File: config.mk
export PLATFORM = sky130hd
export DESIGN_NAME = crc16_accum
export DESIGN_NICKNAME = d
export VERILOG_FILES = /design/src/rtl/crc16_pkg.sv /design/src/rtl/crc16_step.sv /design/src/rtl/crc16_fold.sv /design/src/rtl/crc16_serial_ctl.sv /design/src/rtl/crc16_accum.sv
export SDC_FILE = /design/constraint.sdc
export NUM_CORES = 1
export LEC_CHECK = 0
export CAP_MARGIN = 0
export CORE_MARGIN = 4
export CORE_UTILIZATION = 40
export CTS_CLUSTER_SIZE = 24
export DETAILED_ROUTE_END_ITERATION = 12
export GPL_ROUTABILITY_DRIVEN = 0
export GPL_TIMING_DRIVEN = 0
export PLACE_DENSITY = 0.76
export SLEW_MARGIN = 0
export SYNTH_ARGS = -nofsm -noshare
export SYNTH_HDL_FRONTEND = slang
export SYNTH_SLANG_ARGS = --single-unit
File: constraint.sdc
create_clock -name clk -period 1.5 [get_ports clk]
set_input_delay 0.3 -clock clk [delete_from_list [all_inputs] [get_ports clk]]
set_output_delay 0.3 -clock clk [all_outputs]
set_load 0.005 [all_outputs]
File: src/rtl/crc16_pkg.sv
package crc16_pkg;
  typedef enum logic {
    SEED_ZERO = 1'b0,
    SEED_ONES = 1'b1
  } seed_e;
endpackage

File: src/rtl/crc16_step.sv
// One MSB-first division step: shift left, fold in the generator on carry-out.
module crc16_step #(
  parameter int          CRC_W = 16,
  parameter logic [15:0] POLY  = 16'h1021
) (
  input  logic [CRC_W-1:0] crc_in,
  output logic [CRC_W-1:0] crc_nx
);
  localparam logic [CRC_W-1:0] GEN = CRC_W'(POLY);

  always_comb begin
    crc_nx = {crc_in[CRC_W-2:0], 1'b0};
    if (crc_in[CRC_W-1]) crc_nx = crc_nx ^ GEN;
  end
endmodule

File: src/rtl/crc16_fold.sv
// Unrolled chain of DATA_W steps: a whole byte per clock.
module crc16_fold #(
  parameter int          CRC_W  = 16,
  parameter int          DATA_W = 8,
  parameter logic [15:0] POLY   = 16'h1021
) (
  input  logic [CRC_W-1:0] mixed_in,
  output logic [CRC_W-1:0] folded
);
  logic [CRC_W-1:0] chain [DATA_W+1];

  assign chain[0] = mixed_in;

  for (genvar g = 0; g < DATA_W; g++) begin : g_stage
    crc16_step #(.CRC_W(CRC_W), .POLY(POLY)) u_step (
      .crc_in (chain[g]),
      .crc_nx (chain[g+1])
    );
  end

  assign folded = chain[DATA_W];
endmodule

File: src/rtl/crc16_serial_ctl.sv
// Bit counter for the serial variant: DATA_W busy cycles per accepted byte.
module crc16_serial_ctl #(
  parameter int DATA_W = 8
) (
  input  logic clk,
  input  logic rst,
  input  logic init,
  input  logic start,
  output logic busy
);
  localparam int CW = $clog2(DATA_W + 1);

  logic [CW-1:0] left_q;

  always_ff @(posedge clk) begin
    if (rst || init)         left_q <= '0;
    else if (start)          left_q <= CW'(DATA_W);
    else if (left_q != '0)   left_q <= left_q - 1'b1;
  end

  assign busy = (left_q != '0);
endmodule

File: src/rtl/crc16_accum.sv
module crc16_accum
  import crc16_pkg::*;
#(
  parameter int          CRC_W  = 16,
  parameter int          DATA_W = 8,
  parameter logic [15:0] POLY   = 16'h1021,
  parameter bit          SERIAL = 1'b1
) (
  input  logic              clk,
  input  logic              rst,
  input  logic              in_valid,
  output logic              in_ready,
  input  logic [DATA_W-1:0] in_data,
  input  logic              init,
  input  logic              init_seed_ones,
  output logic [CRC_W-1:0]  crc_out,
  output logic              busy
);
  localparam int PAD = CRC_W - DATA_W;

  logic [CRC_W-1:0] crc_q;
  logic [CRC_W-1:0] crc_d;
  logic [CRC_W-1:0] seed_val;
  logic [CRC_W-1:0] mixed;
  logic             busy_w;
  logic             accept;

  assign in_ready = !busy_w && !init;
  assign accept   = in_valid && in_ready;
  assign seed_val = (seed_e'(init_seed_ones) == SEED_ONES) ? '1 : '0;
  assign mixed    = crc_q ^ {in_data, {PAD{1'b0}}};

  if (SERIAL) begin : g_serial
    logic [CRC_W-1:0] step_nx;

    crc16_serial_ctl #(.DATA_W(DATA_W)) u_ctl (
      .clk   (clk),
      .rst   (rst),
      .init  (init),
      .start (accept),
      .busy  (busy_w)
    );

    crc16_step #(.CRC_W(CRC_W), .POLY(POLY)) u_step (
      .crc_in (crc_q),
      .crc_nx (step_nx)
    );

    always_comb begin
      if (init)        crc_d = seed_val;
      else if (accept) crc_d = mixed;
      else if (busy_w) crc_d = step_nx;
      else             crc_d = crc_q;
    end
  end else begin : g_parallel
    logic [CRC_W-1:0] folded;

    crc16_fold #(.CRC_W(CRC_W), .DATA_W(DATA_W), .POLY(POLY)) u_fold (
      .mixed_in (mixed),
      .folded   (folded)
    );

    assign busy_w = 1'b0;

    always_comb begin
      if (init)        crc_d = seed_val;
      else if (accept) crc_d = folded;
      else             crc_d = crc_q;
    end
  end

  always_ff @(posedge clk) begin
    if (rst) crc_q <= '1;
    else     crc_q <= crc_d;
  end

  assign crc_out = crc_q;
  assign busy    = busy_w;
endmodule

==> impl_metrics.tcl, run 1 <==
set metrics [dict create \
    yosys_warnings 0 \
    drive_gt1_share_pct 40.7 \
    slew_headroom_pct 67.5 \
    final_nets 194 \
    synth_xor_area_share_pct 4.18 \
    slowest_delay_ps 490 \
    cp_num_buf_inv 3 \
    final_area_sq_mm 0.00176 \
    critical_path_required_ps 1200 \
    cts_root_buf "clkbuf_4" \
    synthCells 123 \
    vdd_drop_max_mv 0.886 \
    clock-sinks 20 \
    power.switching_uw 692 \
    initial_utilization_pct 42.3 \
    final_cell_mix "19 x nand2_1, 19 x buf_4, 18 x clkdlybuf4s50_1" \
    critPathArrivalTime_ps 1500 \
    worstMarginPinSlew_ps 485 \
    ios 31 \
    wire_per_inst_um 16.7 \
    hold_violations 0 \
    antenna_found_initial 0 \
    grt_max_degree 11 \
    power_frac_comb_pct 52.4 \
    fill_cells 201 \
    hold_ws_ps 488 \
    yosys-top-cells-area "dfxtp_1 38%, nand2_1 6.8%, a31oi_1 6.0%, o32a_1 4.8%, and3_1 4.2%" \
    drcViolationCount 0 \
    clkTransAtPathRegs_ps 110 \
    powerDensity_mw_per_mm2 1140 \
    seq_power_share_pct 34.9 \
    clock_path_buffers 2 \
    grt_pass1_vias 1130 \
    failed_checks "setup timing" \
    power_frac_clock_pct 12.8 \
    regArea_sq_um 430 \
    crit_chain "inv_2 -> ha_4 -> or4b_4 -> clkinv_4 -> buf_6" \
    synth_top_area_share_pct 38.2 \
    fp.dieH_um 59.2 \
    maxSlewViolCount 0 \
    rsz0062_at_grt "yes" \
    clkLatencyLatePin_ps 300 \
    synth-adder-area-share_pct 2.39 \
    fp.dieW_um 59.2 \
    dp_slack_ps -838 \
    route.vias.total 1161 \
    firstDrtPassIters 4 \
    syn-cell-area_sq_mm 0.00105 \
    n_antenna_cell 0 \
    p_leak_uw 0.000762 \
    antenna_left 0 \
    dp.cells 183 \
    maxCapViolations 0 \
    finalCritPeriodShare_pct 120 \
    setup_slack_ps -297 \
    hold_buffers 0 \
    core_sq_mm 0.00248 \
    grt_pass1_wl_mm 4.74 \
    syn_area_per_cell_sq_um 8.51 \
    grt_overflow 0 \
    cp-end-kind "output pin" \
    synthSimpleGateAreaFrac_pct 25.9 \
    wl_mm 3.45 \
    status "finished with violations" \
    multi_input_area_sq_um 676 \
    track_usage_pct 17.7 \
    ys_types 33 \
    post_dp_cell_area_sq_mm 0.00140 \
    cpLargestDelayFamily "simple AND/OR/NAND/NOR gates" \
    setup_viol_count_final 11 \
    period_needed_ps 1800 \
    cp_max_fo 4 \
    swShare_pct 34.5 \
    fmax_mhz 556 \
    drtIter0Drc 46 \
    internal_power_uw 1320 \
    synth_top_family_by_area "simple AND/OR/NAND/NOR gates" \
    syn-num-nets 138 \
    hold_class "reg2reg" \
    place_hpwl_mm 1.97 \
    crit_type "reg2out" \
    die-area_sq_mm 0.00350 \
    synth.ff_latch_count 20 \
    synth-compound-area-share_pct 21.1 \
    numCtsBuffers 3 \
    finClkSkew_ps 1.30 \
    numPortBuffers 30 \
    yosysSeqAreaShare_pct 38.2 \
    via_per_inst 5.61 \
    cp-start-kind "flip-flop" \
    synth_mux_area_share_pct 0.956 \
    syn2layout_area_growth_pct 68.2 \
    cts_tree "done" \
    row_count 18 \
    synth_top_area_cell "dfxtp_1" \
    stdcell_count 207 \
    cts-htree-levels 1 \
    critPathSlowestCell "or4b_4" \
]
-- synth_stat cells --
library cell  instances
a21o_1                1
a21o_2                1
a21oi_1               3
a221o_1               1
a221o_2               1
a22oi_2               1
a31oi_1              10
and3_1                7
and4bb_2              1
buf_6                 2
clkbuf_1              3
clkbuf_8              1
clkinv_4              1
dfxtp_1              20
ha_1                  2
inv_1                 4
inv_2                 1
mux2i_1               1
nand2_1              19
nand2b_1              1
nor2_1               11
nor3_1                6
nor3b_1               5
nor3b_2               1
o21a_1                1
o21ai_0               4
o31ai_1               1
o32a_1                5
o41ai_1               1
or3_1                 1
or4b_1                1
xnor2_1               1
xor2_1                4
-- worst min-delay path: cells and delay by family, from the launching register on --
| kind | cells | cell delay (ps) |
|---|---|---|
| compound gates | 1 | 60 |
| flops | 1 | 340 |
| simple gates | 1 | 50 |
-- layout make-up --
type                    instances  share of cell area [%]
multi-input cells              91                    38.4
repair buffers                 52                    28.8
flip-flops and latches         20                    24.4
plain buffers                   5                    3.41
well taps                      30                    2.13
inverters                       6                    1.56
clock buffers                   3                    1.28
-- final timing paths --
kind / from / endpoint / slack, ps / depth (start not counted)
max reg2reg: g_serial.u_ctl.left_q[0]$_SDFFE_PP0P_ / crc_out[10]$_SDFFE_PP1P_ / -210 / 7
max: g_serial.u_ctl.left_q[0]$_SDFFE_PP0P_ / in_ready / -300 / 5
min: crc_out[5]$_SDFFE_PP1P_ / crc_out[6]$_SDFFE_PP1P_ / 490 / 2
min reg2reg: crc_out[5]$_SDFFE_PP1P_ / crc_out[6]$_SDFFE_PP1P_ / 490 / 2
-- layer usage --
layer	share of wire (%)	up-vias	wire length [um]	GRT usage, %
li1	-	557	-	-
met1	39	564	1360	20.1
met2	53	34	1840	31.1
met3	5.9	6	203	4.14
met4	1.4	0	48	8.09
met5	0	-	0	0
-- per-stage QoR --
| step | setup TNS [ps] | utilization (%) | power (uW) |
|---|---|---|---|
| floorplan | -105 | - | 1090 |
| global placement | -7280 | 56.6 | 1370 |
| detailed placement | -7600 | 56.6 | 1390 |
| CTS | -1250 | 62.4 | 1790 |
| global route | -2480 | 71.1 | 2130 |
| finish | -1660 | 71.1 | 2010 |
-- power by group through the flow --
stage | sequential [uW] | combinational, uW | clock [uW]
global route | 712 | 1130 | 286
global placement | 702 | 665 | 0
CTS | 699 | 828 | 260
detailed placement | 705 | 683 | 0
finish | 700 | 1050 | 256
floorplan | 697 | 397 | 0
-- state kept, by name, summed over array words and instances, names as in the netlist --
register,flops
crc_out,16
g_serial.u_ctl.left_q,4
-- repair_timing --
item,4_1_cts,5_1_grt
pin swaps,1,13
endpoints found under the setup margin,30,32
buffers inserted,14,11
resized for setup,28,42
hold endpoints to repair,0,0
gates cloned,0,1
-- cell families after synthesis --
logic type | after synthesis
AOI/OAI and AO/OA | 30
DFF | 20
adders and majority gates | 2
muxes | 1
buffers and inverters | 12
and+or+nand+nor | 53
xor gates and xnor gates | 5
Note: power is estimated with default switching activity, not from simulation.
==> inputs of run 2 (changes only) <==
- SLEW_MARGIN: 0 -> 20
==> results of run 2 <==
Final layout, timing and power as in run 1 (identical DEF).
